==> src/rtl/uart_fifo_irq_ctrl.sv <==
module uart_fifo_irq_ctrl #(
  parameter int DEPTH  = 16,
  parameter int TRIG_B = 4,
  parameter int TRIG_C = 8,
  parameter int TRIG_D = 14
) (
  input  logic       clk,
  input  logic       rst_n,
  input  logic       cpu_wr,
  input  logic       cpu_rd,
  input  logic [2:0] cpu_addr,
  input  logic [7:0] cpu_wdata,
  output logic [7:0] cpu_rdata,
  input  logic       rx_strobe,
  input  logic [7:0] rx_byte,
  input  logic       rx_perr,
  input  logic       rx_ferr,
  input  logic       rx_brk,
  input  logic       tx_pull,
  input  logic       tx_busy,
  output logic [7:0] tx_byte,
  output logic       tx_valid,
  output logic       irq
);
  localparam int AW = $clog2(DEPTH);
  localparam int CW = AW + 1;
  localparam logic [CW-1:0] FULL = CW'(DEPTH);
  localparam logic [2:0] A_DATA = 3'd0, A_IER = 3'd1, A_ISR = 3'd2, A_LSR = 3'd3;

  logic [10:0]   rx_mem [DEPTH];
  logic [7:0]    tx_mem [DEPTH];
  logic [AW-1:0] rx_wp, rx_rp, tx_wp, tx_rp;
  logic [CW-1:0] rx_cnt, tx_cnt, err_cnt, trig;
  logic [3:0]    ier, isr_code;
  logic [1:0]    trig_sel;
  logic          fifo_en, ovr, tx_flag;

  wire wr_data  = cpu_wr && cpu_addr == A_DATA;
  wire wr_ier   = cpu_wr && cpu_addr == A_IER;
  wire wr_fcr   = cpu_wr && cpu_addr == A_ISR;
  wire rd_data  = cpu_rd && cpu_addr == A_DATA;
  wire rd_isr   = cpu_rd && cpu_addr == A_ISR;
  wire rd_lsr   = cpu_rd && cpu_addr == A_LSR;
  wire rx_flush = wr_fcr && cpu_wdata[1];
  wire tx_flush = wr_fcr && cpu_wdata[2];

  wire        rx_full  = rx_cnt == FULL;
  wire        rx_push  = rx_strobe && !rx_full;
  wire        rx_pop   = rd_data && rx_cnt != '0;
  wire [10:0] rx_head  = rx_mem[rx_rp];
  wire [2:0]  head_err = (rx_cnt != '0) ? rx_head[10:8] : 3'b000;
  wire [2:0]  in_err   = {rx_brk, rx_ferr, rx_perr};
  wire        bad_in   = rx_push && |in_err;
  wire        bad_out  = rx_pop && |head_err;

  wire tx_push = wr_data && tx_cnt != FULL;
  wire tx_pop  = tx_pull && tx_cnt != '0;

  always_comb begin
    case (trig_sel)
      2'b00:   trig = CW'(1);
      2'b01:   trig = CW'(TRIG_B);
      2'b10:   trig = CW'(TRIG_C);
      default: trig = CW'(TRIG_D);
    endcase
    if (!fifo_en) trig = CW'(1);
  end

  wire [7:0] lsr = {err_cnt != '0, tx_cnt == '0 && !tx_busy, tx_cnt == '0,
                    head_err, ovr, rx_cnt != '0};

  wire src_ls = ier[2] && (ovr || |head_err);
  wire src_rx = ier[0] && rx_cnt >= trig;
  wire src_tx = ier[1] && tx_flag;

  always_comb begin
    if (src_ls)      isr_code = 4'b0110;
    else if (src_rx) isr_code = 4'b0100;
    else if (src_tx) isr_code = 4'b0010;
    else             isr_code = 4'b0001;
  end

  assign irq      = ~isr_code[0];
  assign tx_byte  = tx_mem[tx_rp];
  assign tx_valid = tx_cnt != '0;

  always_comb begin
    case (cpu_addr)
      A_DATA:  cpu_rdata = (rx_cnt != '0) ? rx_head[7:0] : 8'h00;
      A_IER:   cpu_rdata = {4'b0000, ier};
      A_ISR:   cpu_rdata = {fifo_en, fifo_en, 2'b00, isr_code};
      A_LSR:   cpu_rdata = lsr;
      default: cpu_rdata = 8'h00;
    endcase
  end

  always_ff @(posedge clk) begin
    if (rx_push) rx_mem[rx_wp] <= {in_err, rx_byte};
    if (tx_push) tx_mem[tx_wp] <= cpu_wdata;
  end

  always_ff @(posedge clk or negedge rst_n) begin
    if (!rst_n) begin
      rx_wp <= '0; rx_rp <= '0; rx_cnt <= '0; err_cnt <= '0;
    end else if (rx_flush) begin
      rx_wp <= '0; rx_rp <= '0; rx_cnt <= '0; err_cnt <= '0;
    end else begin
      if (rx_push) rx_wp <= rx_wp + 1'b1;
      if (rx_pop)  rx_rp <= rx_rp + 1'b1;
      case ({rx_push, rx_pop})
        2'b10:   rx_cnt <= rx_cnt + 1'b1;
        2'b01:   rx_cnt <= rx_cnt - 1'b1;
        default: rx_cnt <= rx_cnt;
      endcase
      case ({bad_in, bad_out})
        2'b10:   err_cnt <= err_cnt + 1'b1;
        2'b01:   err_cnt <= err_cnt - 1'b1;
        default: err_cnt <= err_cnt;
      endcase
    end
  end

  always_ff @(posedge clk or negedge rst_n) begin
    if (!rst_n) begin
      tx_wp <= '0; tx_rp <= '0; tx_cnt <= '0;
    end else if (tx_flush) begin
      tx_wp <= '0; tx_rp <= '0; tx_cnt <= '0;
    end else begin
      if (tx_push) tx_wp <= tx_wp + 1'b1;
      if (tx_pop)  tx_rp <= tx_rp + 1'b1;
      case ({tx_push, tx_pop})
        2'b10:   tx_cnt <= tx_cnt + 1'b1;
        2'b01:   tx_cnt <= tx_cnt - 1'b1;
        default: tx_cnt <= tx_cnt;
      endcase
    end
  end

  always_ff @(posedge clk or negedge rst_n) begin
    if (!rst_n) begin
      ier <= '0; fifo_en <= 1'b0; trig_sel <= 2'b00; ovr <= 1'b0; tx_flag <= 1'b0;
    end else begin
      if (wr_ier) ier <= cpu_wdata[3:0];
      if (wr_fcr) begin
        fifo_en  <= cpu_wdata[0];
        trig_sel <= cpu_wdata[7:6];
      end
      if (rx_strobe && rx_full) ovr <= 1'b1;
      else if (rd_lsr)          ovr <= 1'b0;
      if (tx_pop && tx_cnt == CW'(1) && !tx_push)        tx_flag <= 1'b1;
      else if (wr_data || (rd_isr && isr_code == 4'b0010)) tx_flag <= 1'b0;
    end
  end
endmodule


==> config.mk <==
export PLATFORM = sky130hd
export DESIGN_NAME = uart_fifo_irq_ctrl
export DESIGN_NICKNAME = d
export VERILOG_FILES = /design/src/rtl/uart_fifo_irq_ctrl.sv
export SDC_FILE = /design/constraint.sdc
export NUM_CORES = 1
export LEC_CHECK = 0
export CORE_MARGIN = 2
export CORE_UTILIZATION = 56
export DETAILED_ROUTE_END_ITERATION = 12
export DONT_BUFFER_PORTS = 1
export GPL_TIMING_DRIVEN = 0
export PLACE_DENSITY = 0.74
export RECOVER_POWER = 50
export SLEW_MARGIN = 20
export SYNTH_ARGS = -nofsm -noshare
export SYNTH_HDL_FRONTEND = slang
export SYNTH_SLANG_ARGS = --single-unit
==> constraint.sdc <==
create_clock -name clk -period 2.9 [get_ports clk]
set_input_delay 0.29 -clock clk [delete_from_list [all_inputs] [get_ports clk]]
set_output_delay 0.29 -clock clk [all_outputs]
set_load 0.005 [all_outputs]
; Word level (Yosys, flattened, before mapping)
; Memories as Yosys holds them, arrays and structs flattened.
; Cells that the tools add are included.
[totals]
regBits = 40
rom_bits = 0
inputBits = 29
latchBits = 0
n_memories = 2
ramBits = 304
out_inout_bits = 18
[op_classes]
n_addsub = 10
bitwise = 1
reduce_logical = 44
muxes = 30
n_div = 0
shifts = 0
mul = 0
magnitude_cmp = 1
n_eq_ne = 15
[memory_table]
columns = name, depth, word_bits, rd, rd_clocked_by_memory_dff, wr, line_no
row1 = rx_mem, 16, 11, 1, 0, 1, 30  ; logic [10:0] rx_mem [DEPTH];
row2 = tx_mem, 16, 8, 1, 0, 1, 31  ; logic [7:0] tx_mem [DEPTH];
[op_table]
columns = operator, n
row1 = 2-to-1 mux 4 bit, 9
row2 = case mux 8 bit (4 select lines), 1
row3 = case mux 5 bit (2 select lines), 3
row4 = logical AND 1 bit, 22
row5 = adder 4 x 1 -> 4 bit (second input constant), 4
row6 = adder 5 x 1 -> 5 bit (second input constant), 3
row7 = 2-to-1 mux 5 bit, 3
row8 = nonzero test 5 bit, 3
row9 = subtractor 5 x 1 -> 5 bit (second input constant), 3
row10 = case mux 4 bit (3 select lines), 1
row11 = nonzero test 2 bit, 6
row12 = 2-to-1 mux 3 bit, 3
row13 = nonzero test 3 bit, 3
row14 = equality test 2 x 1 -> 1 bit (second input constant), 4
row15 = equality test 2 bit (second input constant), 4
row16 = 2-to-1 mux 1 bit, 8
row17 = 2-to-1 mux 8 bit, 1
row18 = equality test 3 x 2 -> 1 bit (second input constant), 2
row19 = OR reduction 3 bit, 2
row20 = equality test 5 x 1 -> 1 bit (second input constant), 1
row21 = equality test 5 bit (second input constant), 1
row22 = greater-or-equal comparator 5 bit, 1
row23 = logical NOT 5 bit, 1
row24 = inequality test 5 bit (second input constant), 1
row25 = 8 further kinds, 11

; Longest topological paths before layout
[depth]
word_depth = 12
ltp_mapped = 15

; Worst setup path after synthesis
; Ideal clock, no wire load.
[synth_timing]
path_type = reg-to-reg
start = reg rx_rp[0]
end = reg err_cnt[4]
synth_period_minus_slack_ps = 3098
setup_ps = 132
slack_ps = -198
required_ps = 2768
n_path_buf = 2
t_arrival_ps = 2966
stages_incl_launch_ff = 16
cell_sequence = dfrtp_1 > buf_6 > buf_6 > mux4_2 > nand3_1 > nand3_1 > o31ai_4 > nand2b_1 > inv_1 > ha_1 > nor2b_1 > o21ai_0 > a21oi_1 > mux2i_1 > xor2_1 > nor2_1
[synth_via]
elab_chain_cells = 7
[synth_rtl]
columns = item, line_no
row1 = start: declaration, 32  ; logic [AW-1:0] rx_wp, rx_rp, tx_wp, tx_rp;
row2 = start signal: assignment, 109  ; if (rx_pop) rx_rp <= rx_rp + 1'b1;
row3 = memory read (16 x 11 bit) (*), -
row4 = 2-to-1 mux 3 bit (*), 51  ; wire [2:0] head_err = (rx_cnt != '0) ? rx_head[10:8] : 3'b000;
row5 = OR reduction 3 bit (*), 54  ; wire bad_out = rx_pop && |head_err;
row6 = logical AND 1 bit (*), 54
row7 = equality test 2 x 1 -> 1 bit or equality test 2 bit (tied branches), 115  ; case ({bad_in, bad_out})
row8 = case mux 5 bit (2 select lines), 115
row9 = 2-to-1 mux 5 bit, 105  ; end else if (rx_flush) begin
row10 = end signal: assignment, 116  ; 2'b10: err_cnt <= err_cnt + 1'b1;
row11 = end signal: assignment, 117  ; 2'b01: err_cnt <= err_cnt - 1'b1;
row12 = end signal: assignment, 118  ; default: err_cnt <= err_cnt;
row13 = end: declaration, 33  ; logic [CW-1:0] rx_cnt, tx_cnt, err_cnt, trig;
; Every way passes the cells marked *; elsewhere a longest branch is shown, timed or not.
; A chain may end at the register's enable or synchronous reset.

; Worst setup path in the final report
[layout_timing]
start = reg rx_rp[0]
end = out cpu_rdata[2]
[layout_via]
elab_chain_cells = 7
[layout_rtl]
columns = item, line_no
row1 = memory read (16 x 11 bit) (*), -
row2 = 2-to-1 mux 3 bit, 51
row3 = OR reduction 3 bit, 72  ; wire src_ls = ier[2] && (ovr || |head_err);
row4 = logical OR 1 bit, 72
row5 = logical AND 1 bit, 72
row6 = 2-to-1 mux 3 bit, 77  ; if (src_ls) isr_code = 4'b0110;
row7 = case mux 8 bit (4 select lines) (*), 88  ; case (cpu_addr)
row8 = end: declaration, 13  ; output logic [7:0] cpu_rdata,
; Marked as above.

==> flow_summary_export.csv <==
group,metric,value,unit
placement,dp_hpwl,18.6,mm
global_routing,grt_overflow,0,
synth,synth_edf_count,304,
route,drt_first_pass_iters,5,
synth,ys_seq_area_share,70.9,%
synth,synthArstFlopShare,11.6,%
cts,cts.hold.buffers_added,22,
critical_path,cpMaxStageDelayCell,"mux4_2",
sta,hold_viol_final,16,
sta,finalMaxSlewViolations,41,
finish,syn_to_final_growth,15.8,%
finish,diodes,0,
floorplan,core,25100,um2
cts,clock-sinks,344,
floorplan,die_y,164,um
floorplan,die_area,26800,um2
synth,yosysWarnings,0,
floorplan,die_w,164,um
global_routing,track_usage,24.0,%
sta,min_period,3220,ps
pwr,power.internal,10600,uW
critical_path,crit_path_cell_trace,"buf_12, mux4_2, a22oi_2, nand3_4, buf_4, o311ai_2, o211ai_1, nand2_1, o211ai_1",
critical_path,critPathMaxFanout,5,
route,drtAntennaViolNets,0,
placement,place_congestion,0.903,
cts,h-tree-depth,2,
finish,final_cell_count_no_fill,1198,
global_routing,antenna_found_initial,0,
pwr,p_leak,0.00560,uW
pwr,swShare,29.3,%
finish,drive_gt1_share,27.3,%
floorplan,io_pins,47,
critical_path,worstSetupEndpointType,"primary output",
synth,synthTopCellsByArea,"edfxtp_1 64%, mux4_2 15%, dfrtp_1 7.0%",
sta,setup_ws,-323,ps
critical_path,worst_ep_arrival_time,2930,ps
cts,path_clk_slew,60,ps
global_routing,grt_max_degree,41,
sta,max-slew-margin-rel,-48.1,%
finish,mostFrequentLayoutCells,"304 x edfxtp_1, 92 x mux4_2, 37 x clkbuf_16",
cts,cts-buffers-inserted,36,
finish,num-nets-final,899,
route,vias,7463,
pwr,peakVddDrop,0.000727,V
placement,dp.cells,1089,
synth,synth_fa_ha_area_share,2.30,%
placement,portBuffers,0,
pwr,pwr-share-seq,41.6,%
floorplan,rows,58,
pwr,power_density,907,nW/um2
status,violations,"hold timing, capacitance limit, slew limit, setup timing",
pwr,clockPowerShare,28.2,%
cts,root_buffer,"clkbuf_16",
synth,ys_types,48,
synth,synth_xor_area_share,1.46,%
global_routing,grt_pass1_vias,7653,
synth,syn-instance-count,759,
critical_path,crit_required,2610,ps
pwr,power.share.combinational,30.2,%
sta,fin_crit_sh,111,%
critical_path,start_kind,"flip-flop",
synth,synthFlopType,"edfxtp_1",
synth,syn_nets,813,
synth,synth_area_leader_cell,"edfxtp_1",
cts,clockBufferDepth,3,
min_path,hold_path.class,"in2reg",
route,wire_per_inst,25.9,um
cts,clock_latency,520,ps
run,drv_cap,1,
synth,yosys_register_bits,344,
route,wirelength,31.0,mm
sta,worst_pin_slew,2220,ps
synth,synth_compound_area_share,2.29,%
sta,skew,33.8,ps
pwr,power_switching,4390,uW
route,drtIter0Drc,732,
cts,cts_tree,"yes",
status,status,"finished with violations",
finish,mostFrequentLayoutCell,"edfxtp_1",
global_routing,grt_pass1_wl,46.8,mm
route,via_per_inst,6.23,
synth,syn-cell-area,14300,um2
critical_path,crit_path_max_incr_delay,530,ps
sta,setup_violations,12,
synth,synth_top_family_by_area,"multiplexers",
sta,worst_hold_slack,-141,ps
synth,synth.area.mux_share,15.5,%
synth,avgSynthCellArea,18.8,um2
floorplan,initial_core_util,56.9,%
critical_path,crit_top_cell,"o211ai_1",
sta,rsz0062_at_grt,"yes",
route,drc_errors,0,
synth,synth-simple-area-share,6.19,%
synth,post-synth-top-area-fraction,63.9,%
sta,max_freq,310,MHz
critical_path,crit_type,"reg2out",
-- final cells by class --
cell class                 count  area, um2
fill                        1609       8570
buffer                        30        220
clock inverter                19        124
clock buffer                  42        945
tap                          330        413
multi-input combinational    369       4150
timing repair buffer          50        497
inverter                      14       58.8
sequential                   344      10100
-- repair_timing --
item                                    in CTS  in global routing
gates cloned                                 3                  0
pin swaps                                   11                 14
buffers inserted                             9                 16
endpoints found under the hold margin      352                 16
resized for setup                           70                 14
endpoints found under the setup margin      91                 72
-- logic make-up (layout without fill, tap and decap cells) --
| logic type | count (synthesis) | count (layout) |
|---|---|---|
| compound gates | 47 | 47 |
| xor+xnor | 23 | 23 |
| fa+ha+maj | 25 | 25 |
| buf+inv | 46 | 155 |
| flops | 344 | 344 |
| mux | 105 | 105 |
| simple gates | 169 | 169 |
-- path summary, 6_finish.rpt --
path	from	endpoint	slack, ps	cells past startpoint
worst min register to register	ier[3]	ier[3]	540	1
max in group asynchronous	rst_n	rx_cnt[0]	360	2
worst max-delay path	rx_rp[0]	cpu_rdata[2]	-320	9
worst min-delay path	rx_ferr	rx_mem[13][9]	-140	0
min in group asynchronous	rst_n	rx_rp[1]	1080	2
worst max register to register	rx_rp[0]	err_cnt[4]	-320	14
-- worst max-delay path, delay by kind of cell, from the launching register on --
family | cells | cell delay [ps]
AO/OA/AOI/OAI | 4 | 860
multiplexers | 1 | 530
AND/OR/NAND/NOR | 2 | 250
flip-flops | 1 | 460
buffers and inverters | 2 | 320
-- cell usage after synthesis (all sizes together) (5+ instances only) --
cell type,instances
a21o,5
a21oi,13
and2,29
and3,9
buf,15
clkbuf,17
dfrtp,40
edfxtp,304
ha,23
inv,14
mux2,6
mux2i,7
mux4,92
nand2,33
nand2b,6
nand3,23
nand4,8
nor2,36
nor2b,9
o21ai,6
xnor2,13
xor2,10
-- state kept, by name, summed over array words and instances (netlist names), 2 cells and up --
register  flops
trig_sel      2
ier           4
rx_rp         4
tx_mem      128
rx_mem      176
tx_cnt        5
err_cnt       5
tx_rp         4
tx_wp         4
rx_wp         4
rx_cnt        5
-- power groups by stage --
stage | sequential (uW) | combinational (uW) | clock, uW
after floorplan | 6170 | 2930 | 0
after global placement | 6230 | 3700 | 0
after detailed placement | 6270 | 3830 | 0
after CTS | 6230 | 4380 | 4270
after global routing | 6290 | 4860 | 4490
final | 6240 | 4530 | 4230
-- stage by stage --
step                setup TNS (ps)  worst slack, ps  utilization [%]  area (um2)  power [uW]
floorplan                    -75.9            -75.9                -       14300        9100
global route                 -4540             -449             65.9       16500       15600
finish                       -2720             -323             65.9       16500       15000
global placement             -1320             -459             58.7       14700        9930
detailed placement          -10300             -620             58.7       14700       10100
CTS                          -2420             -297             65.3       16400       14900
-- layer usage --
layer	global-route usage, %	wire length [um]
met1	29.7	11700
met2	42.1	16300
met3	4.57	1880
met4	9.29	1160
met5	0	0
Note: power is estimated with default switching activity, not from simulation.
